$ cat src/rtl/lps_pkg.sv
package lps_pkg;

  // Control states of the stop entry handshake
  typedef enum logic [1:0] {
    ST_IDLE = 2'd0,
    ST_ACK  = 2'd1,
    ST_ARM  = 2'd2,
    ST_STOP = 2'd3
  } lps_state_e;

endpackage

$ cat src/rtl/lps_decode.sv
module lps_decode #(
  parameter int FC_W      = 3,
  parameter int TYPE_W    = 4,
  parameter int CPU_FC    = 7,
  parameter int STOP_TYPE = 3
) (
  input  logic              cyc_valid,
  input  logic              cyc_write,
  input  logic [FC_W-1:0]   cyc_fc,
  input  logic [TYPE_W-1:0] cyc_type,
  input  logic              bus_idle,
  output logic              bcast_hit
);

  localparam logic [FC_W-1:0]   CPU_CODE  = FC_W'(CPU_FC);
  localparam logic [TYPE_W-1:0] STOP_CODE = TYPE_W'(STOP_TYPE);

  // Address-space test: CPU space only
  function automatic logic in_cpu_space(input logic [FC_W-1:0] fc);
    return fc == CPU_CODE;
  endfunction

  // The stop broadcast is a write of one particular cycle type
  function automatic logic is_stop_write(input logic wr, input logic [TYPE_W-1:0] ty);
    return wr && (ty == STOP_CODE);
  endfunction

  logic space_ok;
  logic kind_ok;

  assign space_ok  = in_cpu_space(cyc_fc);
  assign kind_ok   = is_stop_write(cyc_write, cyc_type);
  assign bcast_hit = cyc_valid && bus_idle && space_ok && kind_ok;

endmodule

$ cat src/rtl/lps_hold_sync.sv
module lps_hold_sync #(
  parameter int STAGES = 2
) (
  input  logic clk,
  input  logic rst_n,
  input  logic hold_in,
  output logic hold_s
);

  generate
    if (STAGES == 0) begin : g_direct
      assign hold_s = hold_in;
    end else begin : g_chain
      logic [STAGES-1:0] sr;
      always_ff @(posedge clk) begin
        if (!rst_n) begin
          sr <= '1;   // treat hold as present until it is seen low
        end else begin
          sr[0] <= hold_in;
          for (int i = 1; i < STAGES; i++) sr[i] <= sr[i-1];
        end
      end
      assign hold_s = sr[STAGES-1];
    end
  endgenerate

endmodule

$ cat src/rtl/lps_fsm.sv
module lps_fsm
  import lps_pkg::*;
#(
  parameter int MASK_W = 3
) (
  input  logic              clk,
  input  logic              rst_n,
  input  logic              bcast_hit,
  input  logic              hold_s,
  input  logic              wake,
  input  logic [MASK_W-1:0] mask_in,
  output logic              ack,
  output logic              stop_req,
  output logic [MASK_W-1:0] mask_q
);

  lps_state_e state, state_nx;
  logic       accept;
  logic       leave;

  assign accept = (state == ST_IDLE) && bcast_hit;
  assign leave  = (state != ST_IDLE) && wake;

  always_comb begin
    state_nx = state;
    unique case (state)
      ST_IDLE: if (bcast_hit) state_nx = ST_ACK;
      ST_ACK:  state_nx = wake ? ST_IDLE : ST_ARM;
      ST_ARM:  if (wake) state_nx = ST_IDLE;
               else if (!hold_s) state_nx = ST_STOP;
      ST_STOP: if (wake) state_nx = ST_IDLE;
      default: state_nx = ST_IDLE;
    endcase
  end

  always_ff @(posedge clk) begin
    if (!rst_n) begin
      state  <= ST_IDLE;
      mask_q <= '0;
    end else begin
      state <= state_nx;
      if (accept)     mask_q <= mask_in;
      else if (leave) mask_q <= '0;
    end
  end

  assign ack      = (state == ST_ACK);
  assign stop_req = (state == ST_STOP);

  // acknowledge never lasts two cycles
  p_ack_single_r10: assert property (@(posedge clk) disable iff (!rst_n)
    ack |=> !ack);

  // no stop request in the cycle right after the acknowledge
  p_gap_after_ack_r6: assert property (@(posedge clk) disable iff (!rst_n)
    ack |=> !stop_req);

  // stop entry only when the synchronized hold was low
  p_hold_blocks_r7: assert property (@(posedge clk) disable iff (!rst_n)
    $rose(stop_req) |-> !$past(hold_s));

  // stop persists without a wake pulse
  p_stop_kept_r8: assert property (@(posedge clk) disable iff (!rst_n)
    (stop_req && !wake) |=> stop_req);

  // wake clears request and mask
  p_wake_clears_r8: assert property (@(posedge clk) disable iff (!rst_n)
    (state != ST_IDLE && wake) |=> (!stop_req && mask_q == '0));

  // captured mask stays fixed while busy
  p_mask_frozen_r9: assert property (@(posedge clk) disable iff (!rst_n)
    (state != ST_IDLE && !wake) |=> $stable(mask_q));

endmodule

$ cat src/rtl/lps_stop_entry.sv
module lps_stop_entry #(
  parameter int FC_W      = 3,
  parameter int TYPE_W    = 4,
  parameter int MASK_W    = 3,
  parameter int CPU_FC    = 7,
  parameter int STOP_TYPE = 3,
  parameter int HOLD_SYNC = 2
) (
  input  logic              clk,
  input  logic              rst_n,
  input  logic              cyc_valid,
  input  logic              cyc_write,
  input  logic [FC_W-1:0]   cyc_fc,
  input  logic [TYPE_W-1:0] cyc_type,
  input  logic [MASK_W-1:0] cyc_mask_data,
  input  logic              bus_idle,
  input  logic              hold_req,
  input  logic              wake_pulse,
  output logic              cyc_ack,
  output logic              stop_req,
  output logic [MASK_W-1:0] wake_mask
);

  localparam logic [FC_W-1:0]   CPU_CODE  = FC_W'(CPU_FC);
  localparam logic [TYPE_W-1:0] STOP_CODE = TYPE_W'(STOP_TYPE);

  logic bcast_hit;
  logic hold_s;

  lps_decode #(
    .FC_W(FC_W), .TYPE_W(TYPE_W), .CPU_FC(CPU_FC), .STOP_TYPE(STOP_TYPE)
  ) u_decode (
    .cyc_valid(cyc_valid),
    .cyc_write(cyc_write),
    .cyc_fc   (cyc_fc),
    .cyc_type (cyc_type),
    .bus_idle (bus_idle),
    .bcast_hit(bcast_hit)
  );

  lps_hold_sync #(.STAGES(HOLD_SYNC)) u_sync (
    .clk    (clk),
    .rst_n  (rst_n),
    .hold_in(hold_req),
    .hold_s (hold_s)
  );

  lps_fsm #(.MASK_W(MASK_W)) u_fsm (
    .clk      (clk),
    .rst_n    (rst_n),
    .bcast_hit(bcast_hit),
    .hold_s   (hold_s),
    .wake     (wake_pulse),
    .mask_in  (cyc_mask_data),
    .ack      (cyc_ack),
    .stop_req (stop_req),
    .mask_q   (wake_mask)
  );

  // an acknowledge follows a complete broadcast on a free bus
  p_ack_cause_r2: assert property (@(posedge clk) disable iff (!rst_n)
    cyc_ack |-> $past(cyc_valid && cyc_write && cyc_fc == CPU_CODE &&
                      cyc_type == STOP_CODE && bus_idle));

  // the mask seen with the acknowledge is the data of the accepted write
  p_mask_capture_r3: assert property (@(posedge clk) disable iff (!rst_n)
    $rose(cyc_ack) |-> (wake_mask == $past(cyc_mask_data)));

  // cycles outside CPU space never get acknowledged
  p_other_space_r4: assert property (@(posedge clk) disable iff (!rst_n)
    (cyc_valid && cyc_fc != CPU_CODE) |=> !cyc_ack);

  // a busy bus delays the acknowledge
  p_wait_bus_r5: assert property (@(posedge clk) disable iff (!rst_n)
    !bus_idle |=> !cyc_ack);

endmodule

$ cat config.mk
export PLATFORM = sky130hd
export DESIGN_NAME = lps_stop_entry
export DESIGN_NICKNAME = d
export VERILOG_FILES = /design/src/rtl/lps_pkg.sv /design/src/rtl/lps_decode.sv /design/src/rtl/lps_hold_sync.sv /design/src/rtl/lps_fsm.sv /design/src/rtl/lps_stop_entry.sv
export SDC_FILE = /design/constraint.sdc
export NUM_CORES = 1
export LEC_CHECK = 0
export BUFFER_PORTS_ARGS = -buffer_cell sky130_fd_sc_hd__buf_2
export CAP_MARGIN = 5
export CORE_AREA = 2 2 39 41
export DETAILED_ROUTE_END_ITERATION = 12
export DIE_AREA = 0 0 41 43
export SLEW_MARGIN = 25
export SYNTH_ARGS = -nofsm -noshare
export SYNTH_HDL_FRONTEND = slang
export SYNTH_SLANG_ARGS = --single-unit
export TNS_END_PERCENT = 1
$ cat constraint.sdc
create_clock -name clk -period 3.8 [get_ports clk]
set_input_delay 0 -clock clk [delete_from_list [all_inputs] [get_ports clk]]
set_output_delay 0 -clock clk [all_outputs]
set_load 0.01 [all_outputs]
### After elaboration in Yosys (flattened, before gate mapping)

Index checks and enable logic that the tools add are counted.

| cells by class | value |
|---|---|
| bitwise operators | 0 |
| mux-type cells | 8 |
| divide/modulo/power cells | 0 |
| shifts and indexed selects | 0 |
| order comparisons | 0 |
| multipliers | 0 |
| equal/unequal tests | 8 |
| reductions and logical operators | 10 |
| add/sub/neg operators | 0 |

Operator list:

| cell | number |
|---|---|
| $mux 2 | 5 |
| $pmux 2 s4 | 1 |
| $logic_and 1x1->1 | 6 |
| $mux 3 | 2 |
| $eq 2x2->1 const B | 2 |
| $eq 4x2->1 const B | 1 |
| $reduce_bool 2->1 | 2 |
| $eq 3x3->1 const B | 1 |
| $ne 3x3->1 const B | 1 |
| $reduce_and 3->1 | 1 |
| $eq 2x1->1 const B | 1 |
| $logic_not 2->1 | 1 |
| $ne 2x1->1 const B | 1 |
| $ne 2x2->1 const B | 1 |

| storage, ports and cells | value |
|---|---|
| bits in registers | 7 |
| output and inout bits | 5 |
| bits in latches | 0 |
| memories kept | 0 |
| bits in read-only memories | 0 |
| logic and storage cells | 29 |
| RAM bits | 0 |

### Longest topological paths before layout

| logic depth | value |
|---|---|
| depth after elaboration | 5 |
| mapped depth | 3 |
| gate-level depth less buffers | 3 |

### Modules after synthesis

From an unflattened synthesis, not the netlist that was laid out.

| second synthesis, totals | value |
|---|---|
| cell total of the unflattened synthesis | 31 |
| area total of the unflattened synthesis | 291.5 µm² |

Modules (own cells, without submodules):

| module | instances | area an instance (µm²) | cells an instance | sequential area each (µm²) |
|---|---|---|---|---|
| lps_fsm | 1 | 209.0 | 24 | 100.1 |
| lps_hold_sync | 1 | 52.6 | 4 | 40.0 |
| lps_decode | 1 | 30.0 | 3 | 0.0 |

### Worst setup path before layout

Ideal clock, no wire load.

| path | value |
|---|---|
| path kind | register to register |
| start | register u_fsm.state[0] |
| end | register u_fsm.mask_q[0] |
| clock period less this slack | 1.210 ns |
| data arrival time | 1.138 ns |
| path slack | 2.590 ns |
| cell stages (with the launch flop) | 4 |
| buffers on the path | 0 |
| library setup time | 0.072 ns |
| cell sequence | dfxtp_1 > or2_4 > nor4_4 > mux2i_1 |

| between the ends | value |
|---|---|
| cells in the longest elaborated chain, start to end | 3 |

Ends and longest elaborated chain:

| what | line | text |
|---|---|---|
| start, declared | lps_fsm.sv:17 | `lps_state_e state, state_nx;` |
| start signal, assigned | lps_fsm.sv:41 | `state <= state_nx;` |
| $logic_not 2->1 / $reduce_bool 2->1 (equally long branches) | lps_fsm.sv:21, lps_fsm.sv:22 |  |
| $logic_and 1x1->1, on equally long branches | lps_fsm.sv:21, lps_fsm.sv:22 |  |
| $mux 3 / $reduce_bool 2->1 (equally long branches) | n/a |  |
| end signal, assigned | lps_fsm.sv:42 | `if (accept) mask_q <= mask_in;` |
| end, declared | lps_fsm.sv:14 | `output logic [MASK_W-1:0] mask_q` |

Parallel ways exist; a longest one is shown, timed or not.
A chain may end at the register's enable or synchronous reset.

### Worst setup path after layout

| path | value |
|---|---|
| start | register u_fsm.state[1] |
| end | register u_fsm.mask_q[0] |

Same word-level chain as after synthesis.

==> impl_results.md <==
* Register clock-pin slew on the reported worst setup and hold paths at 0.05 ns
* Placement row count at 14
* YS warnings at 0
* Layout Nets at 77
* First-pass GRT wire length at 979 µm
* EDFF count, synth at 0
* Worst-Margin Slew at 0.380 ns
* Antenna Nets Post-Route at 0
* Dpl cells at 67
* Most common cell after layout, fill and taps aside: buf_2
* Full die area at 1760 µm²
* Multi-input gate area at 169 µm²
* Fin crit share at 34.4%
* WL/cell at 9.23 µm
* R2R Setup Slk at 2.49 ns
* Async set-reset flop share out of synthesis at 0%
* Number of global-route vias before repair at 241
* Type of the tightest min-delay check: input port to flop
* Final hold vios at 0
* Worst r2r src: u_fsm.state[1]
* H-Tree Depth at 1
* Total number of vias at 316
* DRT Pass-1 Iters at 2
* Final-layout fill cell count at 144
* Syn_nets at 48
* Reg area at 140 µm²
* Clock sink count at 7
* CTS tree: done
* CP max FO at 5
* Kind of critical path: flop to flop
* CP startpoint: u_fsm.state[1]
* Cell Count, Final, Fillers Out at 75
* Quantity of gates resized following cts at 0
* Most used flip-flop cell after synthesis: dfxtp_1
* Number of DRC markers in iteration 0 at 3
* Critical Path AT at 1.48 ns
* Gate Count Post-Synth at 31
* DRT Wirelength at 692 µm
* GP Congestion at 0.643
* Leakage power at 0.227 nW
* Setup Viol. Count Final at 0
* Diodes inserted at 0
* Max-slew violations at 0
* Initial antenna violation count at 0
* Max Clock Skew at 0.00511 ns
* Req. time, crit path at 3.98 ns
* Max VDD drop at 0.167 mV
* Synthesized area per cell at 10.1 µm²
* I/O Buffers at 21
* CP Capture Type: flop
* #FFs+latches synth at 7
* Worst reg2reg endpoint: u_fsm.mask_q[0]
* Via density at 4.21
* Die Span Y at 43 µm
* Syn Std Cell Area at 313 µm²
* Clk root buf: clkbuf_4
* Placement Setup Slack at 2.50 ns
* Post-route DRC at 0
* Die W at 41 µm
* Total CTS buffers at 3
* Reg2Reg Depth at 3
* Overflow after GRT at 0
* Worst Setup EP: u_fsm.mask_q[0]
* Library cells used by synthesis at 17
* Total core area at 1380 µm²
* Setup TNS at 0 ns
* Layout cells sized above 1 at 44.1%
* Cell Pwr Density at 313 nW/µm²
* GR Util All Layers at 8.87%
* Critical Path Source Type: flop
* Synth-to-Final Area Change at 60.0%
* RSZ-0062 raised after global routing: false
* Clk buf depth at 2
* Final WS setup at 2.49 ns
* Initial Util at 22.6%
* Status: complete, no violations
* Relative slew slack at 74.4%
* Sequential share of the synthesized area at 44.8%
* Fmax at 765 MHz
* Most frequent cells in the layout: buf_2, dfxtp_1, nand2_1, dlygate4sd3_1
* Tmin final at 1.31 ns
* IO Pins at 22
* Clk_lat worst skew at 0.25 ns
* Maxcap violations at 0
* Largest net degree at the start of global routing at 11
[synth_stat cells, drive strengths merged (2+ instances only)]
cell type	instances	area share [%]
dfxtp	7	45
nand2	4	4.8
mux2i	3	9.6
nand3	3	4.8
nand2b	2	4.0
[what timing repair did]
item / CTS / global route
hold buffers: 4 / 0
hold endpoints to repair: 4 / 0
buffers inserted: 0 / 0
[report_power, final]
| part | switching, mW | leakage [nW] | total [mW] | internal, mW |
|---|---|---|---|---|
| sequential | 0.000164 | 0.0569 | 0.0747 | 0.0745 |
| clock | 0.0259 | 0.0150 | 0.0659 | 0.0400 |
| combinational | 0.00567 | 0.156 | 0.0161 | 0.0104 |
| total | 0.0317 | 0.227 | 0.157 | 0.125 |
[layer usage]
metal	vias up	GRT usage, %	routed length, µm
li1	166	-	-
met1	133	10.1	286
met2	17	12.2	302
met3	0	6.28	103
met4	0	4.00	0
met5	-	0	0
[area by class of cell]
type	instances	share of cell area [%]
flip-flops and latches	7	28.0
clock buffers	4	5.25
repair buffers	25	29.0
multi-input cells	23	33.8
well taps	16	4.00
[registers in the layout, indices dropped and copies added (netlist names)]
name and flops:
u_fsm.mask_q 3, u_fsm.state 2, u_sync.g_chain.sr 2
[logic make-up (layout without fill, tap and decap cells)]
| kind of cell | count (synthesis) | in the layout | synth area share (%) |
|---|---|---|---|
| flip-flops | 7 | 7 | 44.8 |
| AO/OA/AOI/OAI | 2 | 2 | 4.00 |
| buffers and inverters | 1 | 29 | 1.20 |
| AND/OR/NAND/NOR | 18 | 18 | 40.4 |
| multiplexers | 3 | 3 | 9.60 |
[worst min-delay path by stage]
| stage | start | endpoint | slack (ns) | cells after the start |
|---|---|---|---|---|
| 5_1_grt | rst_n | u_sync.g_chain.sr[0] | 0.02 | 2 |
| 4_1_cts | rst_n | u_sync.g_chain.sr[1] | 0.01 | 2 |
| 3_5_place_dp | hold_req | u_sync.g_chain.sr[0] | 0.19 | 2 |
| 6_report | rst_n | u_sync.g_chain.sr[1] | 0.02 | 2 |
| 3_3_place_gp | hold_req | u_sync.g_chain.sr[0] | 0.18 | 2 |
| 2_1_floorplan | hold_req | u_sync.g_chain.sr[0] | 0.10 | 1 |
[metrics by stage]
step	power (mW)	hold slack, ns	cell area, µm²	util (%)
detailed placement	0.0893	0.188	434	31.4
global placement	0.0889	0.183	434	31.4
CTS	0.160	0.0105	500	36.2
finish	0.157	0.0180	500	36.2
global route	0.167	0.0233	500	36.2
floorplan	0.0808	0.101	313	-
[worst max-delay path, cell delays in order (launching register included)]
cell and delay (ns):
dfxtp_1 0.34, or2_4 0.25, nor4_4 0.42, mux2i_1 0.23
Power figures use the tool's default switching activity.
